===== config.mk =====
export PLATFORM = sky130hd
export DESIGN_NAME = clkmon_top
export DESIGN_NICKNAME = d
export VERILOG_FILES = /design/src/rtl/clkmon_pkg.sv /design/src/rtl/clkmon_rst_sync.sv /design/src/rtl/clkmon_edge_sync.sv /design/src/rtl/clkmon_gap_timer.sv /design/src/rtl/clkmon_reset_fsm.sv /design/src/rtl/clkmon_top.sv
export SDC_FILE = /design/constraint.sdc
export NUM_CORES = 1
export LEC_CHECK = 0
export BUFFER_PORTS_ARGS = -buffer_cell sky130_fd_sc_hd__clkbuf_2
export CORE_MARGIN = 10
export CORE_UTILIZATION = 40
export CTS_BUF_LIST = sky130_fd_sc_hd__clkbuf_8
export CTS_CLUSTER_DIAMETER = 60
export CTS_CLUSTER_SIZE = 30
export DETAILED_ROUTE_END_ITERATION = 6
export PLACE_DENSITY_LB_ADDON = 0.3
export SETUP_SLACK_MARGIN = 0.4
export SYNTH_ARGS = -nofsm -noshare
export SYNTH_HDL_FRONTEND = slang
export SYNTH_HIERARCHICAL = 1
export SYNTH_SLANG_ARGS = --single-unit
export TNS_END_PERCENT = 1

===== constraint.sdc =====
create_clock -name ref_clk -period 0.8 [get_ports ref_clk]
set_input_delay 0.12 -clock ref_clk [delete_from_list [all_inputs] [get_ports ref_clk]]
set_output_delay 0.12 -clock ref_clk [all_outputs]
set_load 0.03 [all_outputs]

===== src/rtl/clkmon_pkg.sv =====
package clkmon_pkg;

  // Reset sequencer states
  typedef enum logic [1:0] {
    CM_IDLE  = 2'd0,
    CM_PULSE = 2'd1,
    CM_HOLD  = 2'd2
  } cm_state_e;

endpackage


===== src/rtl/clkmon_rst_sync.sv =====
module clkmon_rst_sync #(
  parameter int STAGES = 2
) (
  input  logic clk,
  input  logic arst_n,
  output logic rst_n
);

  logic [STAGES-1:0] chain_q;
  logic [STAGES-1:0] chain_d;

  always_comb begin
    chain_d = {chain_q[STAGES-2:0], 1'b1};
  end

  always_ff @(posedge clk or negedge arst_n) begin
    if (!arst_n) chain_q <= '0;
    else         chain_q <= chain_d;
  end

  assign rst_n = chain_q[STAGES-1];

endmodule


===== src/rtl/clkmon_edge_sync.sv =====
module clkmon_edge_sync #(
  parameter int STAGES = 2
) (
  input  logic clk,
  input  logic rst_n,
  input  logic async_in,
  output logic rise
);

  // STAGES synchronizer flops plus one history flop for edge detection
  localparam int DEPTH = STAGES + 1;

  logic [DEPTH-1:0] pipe_q;
  logic [DEPTH-1:0] pipe_d;

  always_comb begin
    pipe_d[0] = async_in;
  end

  for (genvar i = 1; i < DEPTH; i++) begin : g_stage
    always_comb pipe_d[i] = pipe_q[i-1];
  end

  always_ff @(posedge clk or negedge rst_n) begin
    if (!rst_n) pipe_q <= '0;
    else        pipe_q <= pipe_d;
  end

  assign rise = pipe_q[STAGES-1] & ~pipe_q[STAGES];

endmodule


===== src/rtl/clkmon_gap_timer.sv =====
module clkmon_gap_timer #(
  parameter int SLOW_LIMIT   = 12,
  parameter int ABSENT_LIMIT = 40
) (
  input  logic clk,
  input  logic rst_n,
  input  logic enable,
  input  logic rise,
  output logic slow_evt,
  output logic absent
);

  localparam int GW = $clog2(ABSENT_LIMIT + 1);
  localparam logic [GW-1:0] ABS_C  = GW'(ABSENT_LIMIT);
  localparam logic [GW-1:0] SLOW_C = GW'(SLOW_LIMIT);

  logic [GW-1:0] gap_q;
  logic [GW-1:0] gap_d;
  logic          gap_ce;
  logic          at_limit;

  assign at_limit = (gap_q == ABS_C);

  // Count only while enabled, restart on each edge, saturate at the limit
  always_comb begin
    gap_ce = 1'b0;
    gap_d  = gap_q;
    if (!enable || rise) begin
      gap_ce = 1'b1;
      gap_d  = '0;
    end else if (!at_limit) begin
      gap_ce = 1'b1;
      gap_d  = gap_q + GW'(1);
    end
  end

  always_ff @(posedge clk or negedge rst_n) begin
    if (!rst_n)      gap_q <= '0;
    else if (gap_ce) gap_q <= gap_d;
  end

  assign slow_evt = enable & rise & (gap_q >= SLOW_C);
  assign absent   = enable & ~rise & at_limit;

endmodule


===== src/rtl/clkmon_reset_fsm.sv =====
module clkmon_reset_fsm
  import clkmon_pkg::*;
#(
  parameter int PULSE_LEN = 4
) (
  input  logic clk,
  input  logic rst_n,
  input  logic slow_evt,
  input  logic absent,
  input  logic rise,
  input  logic flag_clr,
  output logic req_n,
  output logic hold,
  output logic cause
);

  localparam int PW = (PULSE_LEN > 2) ? $clog2(PULSE_LEN) : 1;
  localparam logic [PW-1:0] LAST_C = PW'(PULSE_LEN - 1);

  cm_state_e     st_q, st_d;
  logic [PW-1:0] pc_q, pc_d;
  logic          cause_q, cause_d;
  logic          start;

  always_comb begin
    st_d  = st_q;
    pc_d  = pc_q;
    start = 1'b0;
    unique case (st_q)
      CM_IDLE: begin
        if (absent) begin
          st_d  = CM_HOLD;
          start = 1'b1;
        end else if (slow_evt) begin
          st_d  = CM_PULSE;
          pc_d  = '0;
          start = 1'b1;
        end
      end
      CM_PULSE: begin
        if (pc_q == LAST_C) st_d = CM_IDLE;
        else                pc_d = pc_q + PW'(1);
      end
      CM_HOLD: begin
        if (rise) st_d = CM_IDLE;
      end
      default: st_d = CM_IDLE;
    endcase
  end

  // Set has priority over the read-to-clear strobe
  always_comb begin
    cause_d = cause_q;
    if (start)         cause_d = 1'b1;
    else if (flag_clr) cause_d = 1'b0;
  end

  always_ff @(posedge clk or negedge rst_n) begin
    if (!rst_n) begin
      st_q    <= CM_IDLE;
      pc_q    <= '0;
      cause_q <= 1'b0;
    end else begin
      st_q    <= st_d;
      pc_q    <= pc_d;
      cause_q <= cause_d;
    end
  end

  assign req_n = (st_q == CM_IDLE);
  assign hold  = (st_q == CM_HOLD);
  assign cause = cause_q;

endmodule


===== src/rtl/clkmon_top.sv =====
module clkmon_top #(
  parameter int SYNC_STAGES  = 2,
  parameter int SLOW_LIMIT   = 12,
  parameter int ABSENT_LIMIT = 40,
  parameter int PULSE_LEN    = 4
) (
  input  logic ref_clk,
  input  logic por_n,
  input  logic mon_clk,
  input  logic cfg_wr,
  input  logic cfg_wdata,
  input  logic flag_clr,
  output logic rst_req_n,
  output logic cause_flag,
  output logic enable_o
);

  logic rst_n;
  logic en_q, en_d;
  logic mon_rise;
  logic slow_evt;
  logic absent;
  logic hold_q;

  clkmon_rst_sync #(.STAGES(2)) u_rst (
    .clk    (ref_clk),
    .arst_n (por_n),
    .rst_n  (rst_n)
  );

  always_comb begin
    en_d = cfg_wr ? cfg_wdata : en_q;
  end

  always_ff @(posedge ref_clk or negedge rst_n) begin
    if (!rst_n) en_q <= 1'b0;
    else        en_q <= en_d;
  end

  clkmon_edge_sync #(.STAGES(SYNC_STAGES)) u_sync (
    .clk      (ref_clk),
    .rst_n    (rst_n),
    .async_in (mon_clk),
    .rise     (mon_rise)
  );

  clkmon_gap_timer #(
    .SLOW_LIMIT   (SLOW_LIMIT),
    .ABSENT_LIMIT (ABSENT_LIMIT)
  ) u_gap (
    .clk      (ref_clk),
    .rst_n    (rst_n),
    .enable   (en_q),
    .rise     (mon_rise),
    .slow_evt (slow_evt),
    .absent   (absent)
  );

  clkmon_reset_fsm #(.PULSE_LEN(PULSE_LEN)) u_fsm (
    .clk      (ref_clk),
    .rst_n    (rst_n),
    .slow_evt (slow_evt),
    .absent   (absent),
    .rise     (mon_rise),
    .flag_clr (flag_clr),
    .req_n    (rst_req_n),
    .hold     (hold_q),
    .cause    (cause_flag)
  );

  assign enable_o = en_q;

endmodule


=== Word level (Yosys, flattened, before mapping) ===
Index checks and enable logic that the tools add are counted.

* Output and inout bits: 3
* Input port bits: 6
* Bits in registers: 17
* Word-level logic and storage cells: 54

* Muxes and demuxes: 18
* Bitwise logic cells: 7
* Equal/unequal tests: 11
* Magnitude comparators: 1
* Reduce and logical (&&, ||, !) cells: 8
* Add/subtract/negate cells: 2

{| class="wikitable"
|+ Operators with widths
! operator !! count
|-
| 2-bit 2-to-1 mux || 7
|-
| 6-bit 2-to-1 mux || 2
|-
| 1-bit 2-to-1 mux || 7
|-
| 6-bit by 1-bit adder with 6-bit output, second input constant || 1
|-
| 6-bit == test, second input constant || 1
|-
| 6-bit by 4-bit >= comparator with 1-bit output, second input constant || 1
|-
| 2-bit by 1-bit != test with 1-bit output, second input constant || 3
|-
| 2-bit != test, second input constant || 3
|-
| 2-bit one-hot mux with 3 select lines || 1
|-
| 1-bit bitwise AND || 5
|-
| 2-bit == test, second input constant || 2
|-
| 2-bit one-hot mux with 2 select lines || 1
|-
| 4-bit AND reduction || 1
|-
| 2-bit nonzero test || 2
|-
| 3-bit by 1-bit != test with 1-bit output, second input constant || 1
|-
| 3-bit AND reduction || 1
|-
| 2-bit by 1-bit adder with 2-bit output, second input constant || 1
|-
| 2-bit by 1-bit == test with 1-bit output, second input constant || 1
|-
| 2-bit logical NOT || 1
|-
| 1-bit NOT || 2
|-
| 2-bit AND reduction || 1
|-
| 1-bit logical NOT || 1
|-
| 1-bit logical OR || 1
|}

=== Logic depth before layout (Yosys ltp) ===
Gate-level depths: netlist of the first run.

* Depth in word-level cells: 8
* Depth in mapped cells: 7

=== Hierarchy ===
The synthesis of the first run kept the hierarchy.

{| class="wikitable"
|+ By module, submodules not included
! module !! times used !! cells each !! seq. area each (um^2) !! area each (um^2)
|-
| clkmon_gap_timer || 1 || 37 || 150.1 || 349.1
|-
| clkmon_reset_fsm || 1 || 27 || 125.1 || 264.0
|-
| clkmon_edge_sync || 1 || 4 || 75.1 || 88.8
|-
| clkmon_rst_sync || 1 || 3 || 50.0 || 53.8
|-
| clkmon_top || 1 || 2 || 25.0 || 40.0
|}

=== Worst setup path after synthesis of the first run ===
OpenSTA, ideal clock, no wires.

* Path kind: register to register
* Start point: register u_gap.gap_q[0]
* End point: register u_fsm.pc_q[0]
* Stages on the path, launching flop included: 8
* Setup slack: -0.618 ns
* Data arrival time: 1.335 ns
* Required time: 0.718 ns
* Clock period less this slack: 1.418 ns
* Library setup time: 0.082 ns
* Cells stage by stage: dfrtp_1 inv_1 ha_1 nand4b_2 nor3_1 nand2b_1 a21oi_1 o22ai_1

* Word-level cells in the longest chain between the ends: 4
* Elaborated cells on any way between the ends: 7

{| class="wikitable"
|+ RTL lines
! element !! RTL line !! text
|-
| start, declared || clkmon_gap_timer.sv:17 || <nowiki>logic [GW-1:0] gap_q;</nowiki>
|-
| start signal, assigned || clkmon_gap_timer.sv:39 || <nowiki>else if (gap_ce) gap_q <= gap_d;</nowiki>
|-
| 6-bit == test || clkmon_gap_timer.sv:22 || <nowiki>assign at_limit = (gap_q == ABS_C);</nowiki>
|-
| 1-bit bitwise AND || clkmon_gap_timer.sv:43 || <nowiki>assign absent = enable & ~rise & at_limit;</nowiki>
|-
| named net absent || clkmon_top.sv:22 || <nowiki>logic absent;</nowiki>
|-
| 2-bit != test (no line) || - ||
|-
| 4-bit AND reduction (no line) || - ||
|-
| end signal, assigned || clkmon_reset_fsm.sv:65 || <nowiki>pc_q <= pc_d;</nowiki>
|-
| end, declared || clkmon_reset_fsm.sv:21 || <nowiki>logic [PW-1:0] pc_q, pc_d;</nowiki>
|}

The timed path passes the listed nets, and every way through them passes these cells.
A chain may end at the register's enable or synchronous reset.

=== Worst setup path after layout of the first run ===
* Start point: register u_gap.gap_q[1]
* End point: register u_fsm.st_q[0]

* Word-level cells in the longest chain between the ends: 4
* Elaborated cells on any way between the ends: 8

{| class="wikitable"
|+ RTL lines
! element !! RTL line !! text
|-
| 6-bit == test * || clkmon_gap_timer.sv:22 ||
|-
| 1-bit bitwise AND * || clkmon_gap_timer.sv:43 ||
|-
| named net absent || clkmon_top.sv:22 ||
|-
| 3-bit by 1-bit != test with 1-bit output (no line) / 2-bit 2-to-1 mux (equally long branches) || - ||
|-
| 3-bit AND reduction (no line) / 2-bit one-hot mux with 3 select lines (equally long branches) || - ||
|-
| end signal, assigned || clkmon_reset_fsm.sv:64 || <nowiki>st_q <= st_d;</nowiki>
|-
| end, declared || clkmon_reset_fsm.sv:20 || <nowiki>cm_state_e st_q, st_d;</nowiki>
|}

Mark *: on every way through the listed nets, which the timed path passes. The rest lies on a longest branch.

==> results.yml, run 1 <==
run_status:
  status: "complete, but fails checks"
  violations: "negative hold slack, negative setup slack"
detailed_routing:
  avgViaCountPerCell: 4.91
  drcViolationCount: 0
  post_drt_wl_per_cell_um: 12.1
  detail_route.wirelength_mm: 1.51
  ant_nets: 0
  dr.pass1.iters: 4
  initialDrtViolationCount: 5
  vias: 614
critical_path:
  path_max_fanout: 3
  critPathTopFamily: "simple AND/OR/NAND/NOR gates"
  path_class: "reg -> reg"
  path_buf_inv: 1
  cp-end-kind: "flop"
  worstSetupStartpointType: "flop"
  arrival_ns: 1.45
  cp.required_ns: 0.93
  slowest_stage: "dfrtp_1"
  critPathMaxStageDelay_ns: 0.39
  cp_cell_sequence: "inv_2 -> ha_4 -> nand4b_4 -> nor3_4 -> nand2b_4 -> mux2_4 -> nor2_2"
yosys:
  avgSynthCellArea_um2: 10.9
  syn_area_um2: 787
  yosys_warnings: 6
  syn-instance-count: 72
  syn_nets: 81
sta:
  worst_slack_ns: -0.512
  slew_viol_final: 0
  finalHoldViolations: 1
  period_share: 1.64
  min_period_ns: 1.31
  setup_viol: 15
  finalClockSkew_ns: 0.00216
  rsz0062_at_grt: "yes"
  whs_ns: -0.0208
  max_freq_mhz: 762
  fin_tns_setup_ns: -5.23
clock_network:
  postCtsSetupBuffers: 0
  ctsHoldBuffers: 1
  clock_sinks: 17
  cts_tree: "yes"
  cts.htree.levels: 1
  path_clk_slew_ns: 0.06
  numCtsBuffers: 3
  clock_latency_ns: 0.24
  clock-root-buffer: "clkbuf_8"
  clk_path_buf_depth: 2
placement:
  placed_cells: 120
  dp_hpwl_mm: 1.14
  port_buffers: 8
  place_congestion: 0.761
floorplan:
  fp.dieH_um: 64.4
  start_util: 0.437
  core_area_mm2: 0.00180
  dieArea_mm2: 0.00414
  pin_count: 9
  fp.dieW_um: 64.4
  rows: 15
layout:
  stdcell_count: 125
  drive_above_1_share: 0.500
  layout_commonest_cell: "buf_4"
  antenna_cells: 0
  final_cell_mix: "buf_4, dfrtp_1, nor2_1, inv_1, clkbuf_2"
  nets: 110
  area_delta_synth_final_pct: 44.0
grt:
  track_usage: 0.0758
  grt_pass1_wl_mm: 2.64
  antenna_found_initial: 0
  gr-total-overflow: 0
  grt_max_degree: 16
  grt_pass1_vias: 642
pwr:
  power.density_mw_per_mm2: 1580
  p_sw_frac: 0.234
  clockPowerShare: 0.336
  power_frac_comb: 0.151
  switchingPower_uw: 421
  finalPower_mw: 1.80
  pwr-share-seq: 0.513
  internal-power_mw: 1.37
  ir_worst_vdd_uv: 1200
  leakagePower_nw: 0.516
flow_run:
  maxCapViolCount: 0
min_path:
  min-delay-path-class: "in -> reg"
==> metrics by stage <==
step | utilization | instance area [um^2] | worst slack [ns]
after floorplan | - | 822 | -0.565
after global placement | 0.556 | 1000 | -0.522
after detailed placement | 0.556 | 1000 | -0.575
after CTS | 0.622 | 1120 | -0.516
after global routing | 0.629 | 1130 | -0.602
final | 0.629 | 1130 | -0.512
==> cell type report <==
class / instances / area (um^2)
clock buffer: 3 / 41.3
clock inverter: 1 / 3.75
fill: 155 / 668
inverter: 7 / 26.3
multi-input combinational: 46 / 390
sequential: 17 / 429
tap: 25 / 31.3
timing repair buffer: 26 / 211
==> layer usage <==
metal | up-vias | GRT usage | part of all wire
met5 | - | 0 | 0
met4 | 0 | 0.0241 | 0
met3 | 0 | 0.0296 | 0.047
met2 | 9 | 0.117 | 0.43
met1 | 300 | 0.0943 | 0.52
li1 | 305 | - | -
==> sequential cells by signal (all words and copies together), names as in the netlist <==
| signal | count |
|---|---|
| enable_o | 1 |
| u_gap/gap_q | 6 |
| u_fsm/cause | 1 |
| u_fsm/pc_q | 2 |
| u_sync/pipe_q | 3 |
| u_rst/chain_q | 2 |
| u_fsm/st_q | 2 |
==> power by group through the flow <==
stage | clock [mW] | sequential [mW] | combinational, mW
2_1_floorplan | 0 | 0.957 | 0.0998
3_3_place_gp | 0 | 0.928 | 0.217
3_5_place_dp | 0 | 0.930 | 0.221
4_1_cts | 0.627 | 0.921 | 0.264
5_1_grt | 0.649 | 0.926 | 0.303
6_report | 0.603 | 0.921 | 0.270
==> repair_timing <==
action,4_1_cts,5_1_grt
cloned,0,0
resized for setup,17,5
setup endpoints to repair,18,33
endpoints found under the hold margin,3,1
pin swaps,7,0
==> worst paths after layout <==
| kind | from | to | slack, ns | cells past startpoint |
|---|---|---|---|---|
| hold / removal | mon_clk | u_sync/pipe_q[0] | -0.02 | 1 |
| setup reg to reg | u_gap/gap_q[1] | u_fsm/st_q[0] | -0.51 | 7 |
| setup / recovery | u_gap/gap_q[1] | u_fsm/st_q[0] | -0.51 | 7 |
| hold reg to reg | u_rst/chain_q[1] | u_fsm/pc_q[1] | 0.17 | 1 |
| max in group asynchronous | u_rst/chain_q[1] | u_fsm/st_q[1] | 0.47 | 1 |
| min in group asynchronous | u_rst/chain_q[1] | u_fsm/pc_q[1] | 0.17 | 1 |
(Power assumes the default switching activity.)
==> run 2: changes to the inputs <==
==> constraint.sdc (replaced) <==
create_clock -name ref_clk -period 1.52 [get_ports ref_clk]
set_input_delay 0.228 -clock ref_clk [delete_from_list [all_inputs] [get_ports ref_clk]]
set_output_delay 0.228 -clock ref_clk [all_outputs]
set_load 0.03 [all_outputs]
==> run 2 against run 1 <==
Effect of this change:
- the run now ends clean
- critical path depth is the same
- utilization shrank 7.4 points
- cell count shrank 8.8%
- sequential cell count is the same
- critical path type unchanged
- largest cell class unchanged
- largest power group unchanged
==> results.yml, run 2 (synthesized netlist as in run 1, its figures left out) <==
detailed_routing:
  drcViolationCount: 0
  detail_route.wirelength_mm: 1.42
  initialDrtViolationCount: 8
  dr.pass1.iters: 4
  avgViaCountPerCell: 4.96
  vias: 565
  post_drt_wl_per_cell_um: 12.4
  ant_nets: 0
floorplan:
  fp.dieW_um: 64.4
  dieArea_mm2: 0.00414
  core_area_mm2: 0.00180
  pin_count: 9
  start_util: 0.437
  rows: 15
  fp.dieH_um: 64.4
critical_path:
  cp_cell_sequence: "inv_2 -> ha_4 -> nand4b_4 -> nor3_4 -> nand2b_4 -> a21oi_2 -> o22ai_1"
  worstSetupStartpointType: "flop"
  cp-end-kind: "flop"
  reg2reg_from: "u_gap/gap_q[1]"
  arrival_ns: 1.51
  path_class: "reg -> reg"
  ff2ff_setup_slack_ns: 0.18
  critPathMaxStageDelay_ns: 0.40
  cp.required_ns: 1.69
  reg2reg_depth: 7
  slowest_stage: "dfrtp_1"
  r2r-end: "u_fsm/pc_q[0]"
  path_max_fanout: 3
clock_network:
  cts.htree.levels: 1
  cts_tree: "yes"
  clk_path_buf_depth: 2
  clock_sinks: 17
  clock_latency_ns: 0.25
  numCtsBuffers: 3
  path_clk_slew_ns: 0.07
  clock-root-buffer: "clkbuf_8"
layout:
  stdcell_count: 114
  largest_reg_flops: 6
  area.sequential_um2: 427
  final_area_um2: 1000
  multiInputGateArea_um2: 372
  area_delta_synth_final_pct: 27.0
  fillCellCount: 166
  final_cell_mix: "dfrtp_1, clkbuf_2, nor2_1, buf_4, inv_1"
  nets: 99
  top_register: "u_gap/gap_q"
  layout_commonest_cell: "dfrtp_1"
  reg.largest.list: "u_gap/gap_q: 6 flops, u_sync/pipe_q: 3 flops"
  antenna_cells: 0
  drive_above_1_share: 0.382
  final_util: 0.555
pwr:
  leakagePower_nw: 0.454
  power.density_mw_per_mm2: 944
  finalPower_uw: 944
  ir_worst_vdd_uv: 641
min_path:
  hp-start: "mon_clk"
  holdPathEnd: "u_sync/pipe_q[0]"
  min-delay-path-class: "in -> reg"
  holdPathStages: 1
placement:
  place_congestion: 0.792
  postPlaceCellArea_um2: 897
  port_buffers: 8
  placed_cells: 106
  dp_hpwl_mm: 1.08
grt:
  grt_max_degree: 16
  grt_pass1_wl_mm: 2.57
  antenna_found_initial: 0
  track_usage: 0.0758
  grt_pass1_vias: 594
  gr-total-overflow: 0
sta:
  rsz0062_at_grt: "yes"
  slew_headroom: 0.592
  period_share: 0.884
  fin_tns_setup_ns: 0
  setup_viol: 0
  max_freq_mhz: 744
  slew_viol_final: 0
  finalClockSkew_ns: 0.00786
  finalHoldViolations: 0
  worstMarginPinSlew_ns: 0.613
  min_period_ns: 1.34
flow_run:
  maxCapViolCount: 0
run_status:
  status: "completed"
## run 2: changes by cell type in the layout (fill, tap and decap cells not counted), sizes merged
cell      delta
clkbuf       +3
inv          -1
buf         -14
clkinvlp     +1
## run 2: layer usage
metal	share of wire	wire, um	GRT usage	vias to the layer above
met4	0	0	0.0160	0
met3	0.081	115	0.0488	0
li1	-	-	-	283
met5	0	0	0	-
met2	0.42	602	0.110	12
met1	0.49	700	0.0923	270
## run 2: final cells by class
class,count,share of cell area
sequential,17,0.427
timing repair buffer,15,0.0951
clock inverter,1,0.00751
inverter,7,0.0263
clock buffer,3,0.0413
multi-input combinational,46,0.372
tap,25,0.0313
## run 2: per-stage QoR
stage / hold WS, ns / worst slack [ns]
6_report: 0.0759 / 0.176
5_1_grt: 0.0716 / 0.0802
3_5_place_dp: 0.0151 / 0.0411
2_1_floorplan: -0.0676 / 0.155
3_3_place_gp: 0.0147 / 0.116
4_1_cts: 0.0714 / 0.128
## run 2: worst max-delay path by stage
stage	start	to	slack (ns)	cells past startpoint
after detailed placement	u_gap/gap_q[1]	u_fsm/pc_q[0]	0.04	7
after CTS	u_gap/gap_q[1]	u_fsm/pc_q[0]	0.13	7
after global placement	u_gap/gap_q[1]	u_fsm/pc_q[1]	0.12	7
final	u_gap/gap_q[1]	u_fsm/pc_q[0]	0.18	7
after floorplan	u_gap/gap_q[0]	u_fsm/st_q[0]	0.15	7
after global routing	u_gap/gap_q[1]	u_fsm/pc_q[0]	0.08	7
## run 2: what timing repair did
item,in CTS,in global routing
pin swaps,1,1
resized for setup,3,2
hold endpoints to repair,2,0
setup endpoints to repair,10,13
setup buffers,2,1
hold buffers,1,0
## run 2: where the power goes
group | internal [mW] | switching [mW]
Sequential | 0.471 | 0.0229
Combinational | 0.0568 | 0.0547
Clock | 0.184 | 0.154
## run 2: critical path, delay by kind of cell (launching register included)
family | cells | cell delay [ns]
buffers and inverters | 1 | 0.08
adder cells (fa/ha/maj) | 1 | 0.14
flip-flops | 1 | 0.40
AND/OR/NAND/NOR | 3 | 0.43
AO/OA/AOI/OAI | 2 | 0.21
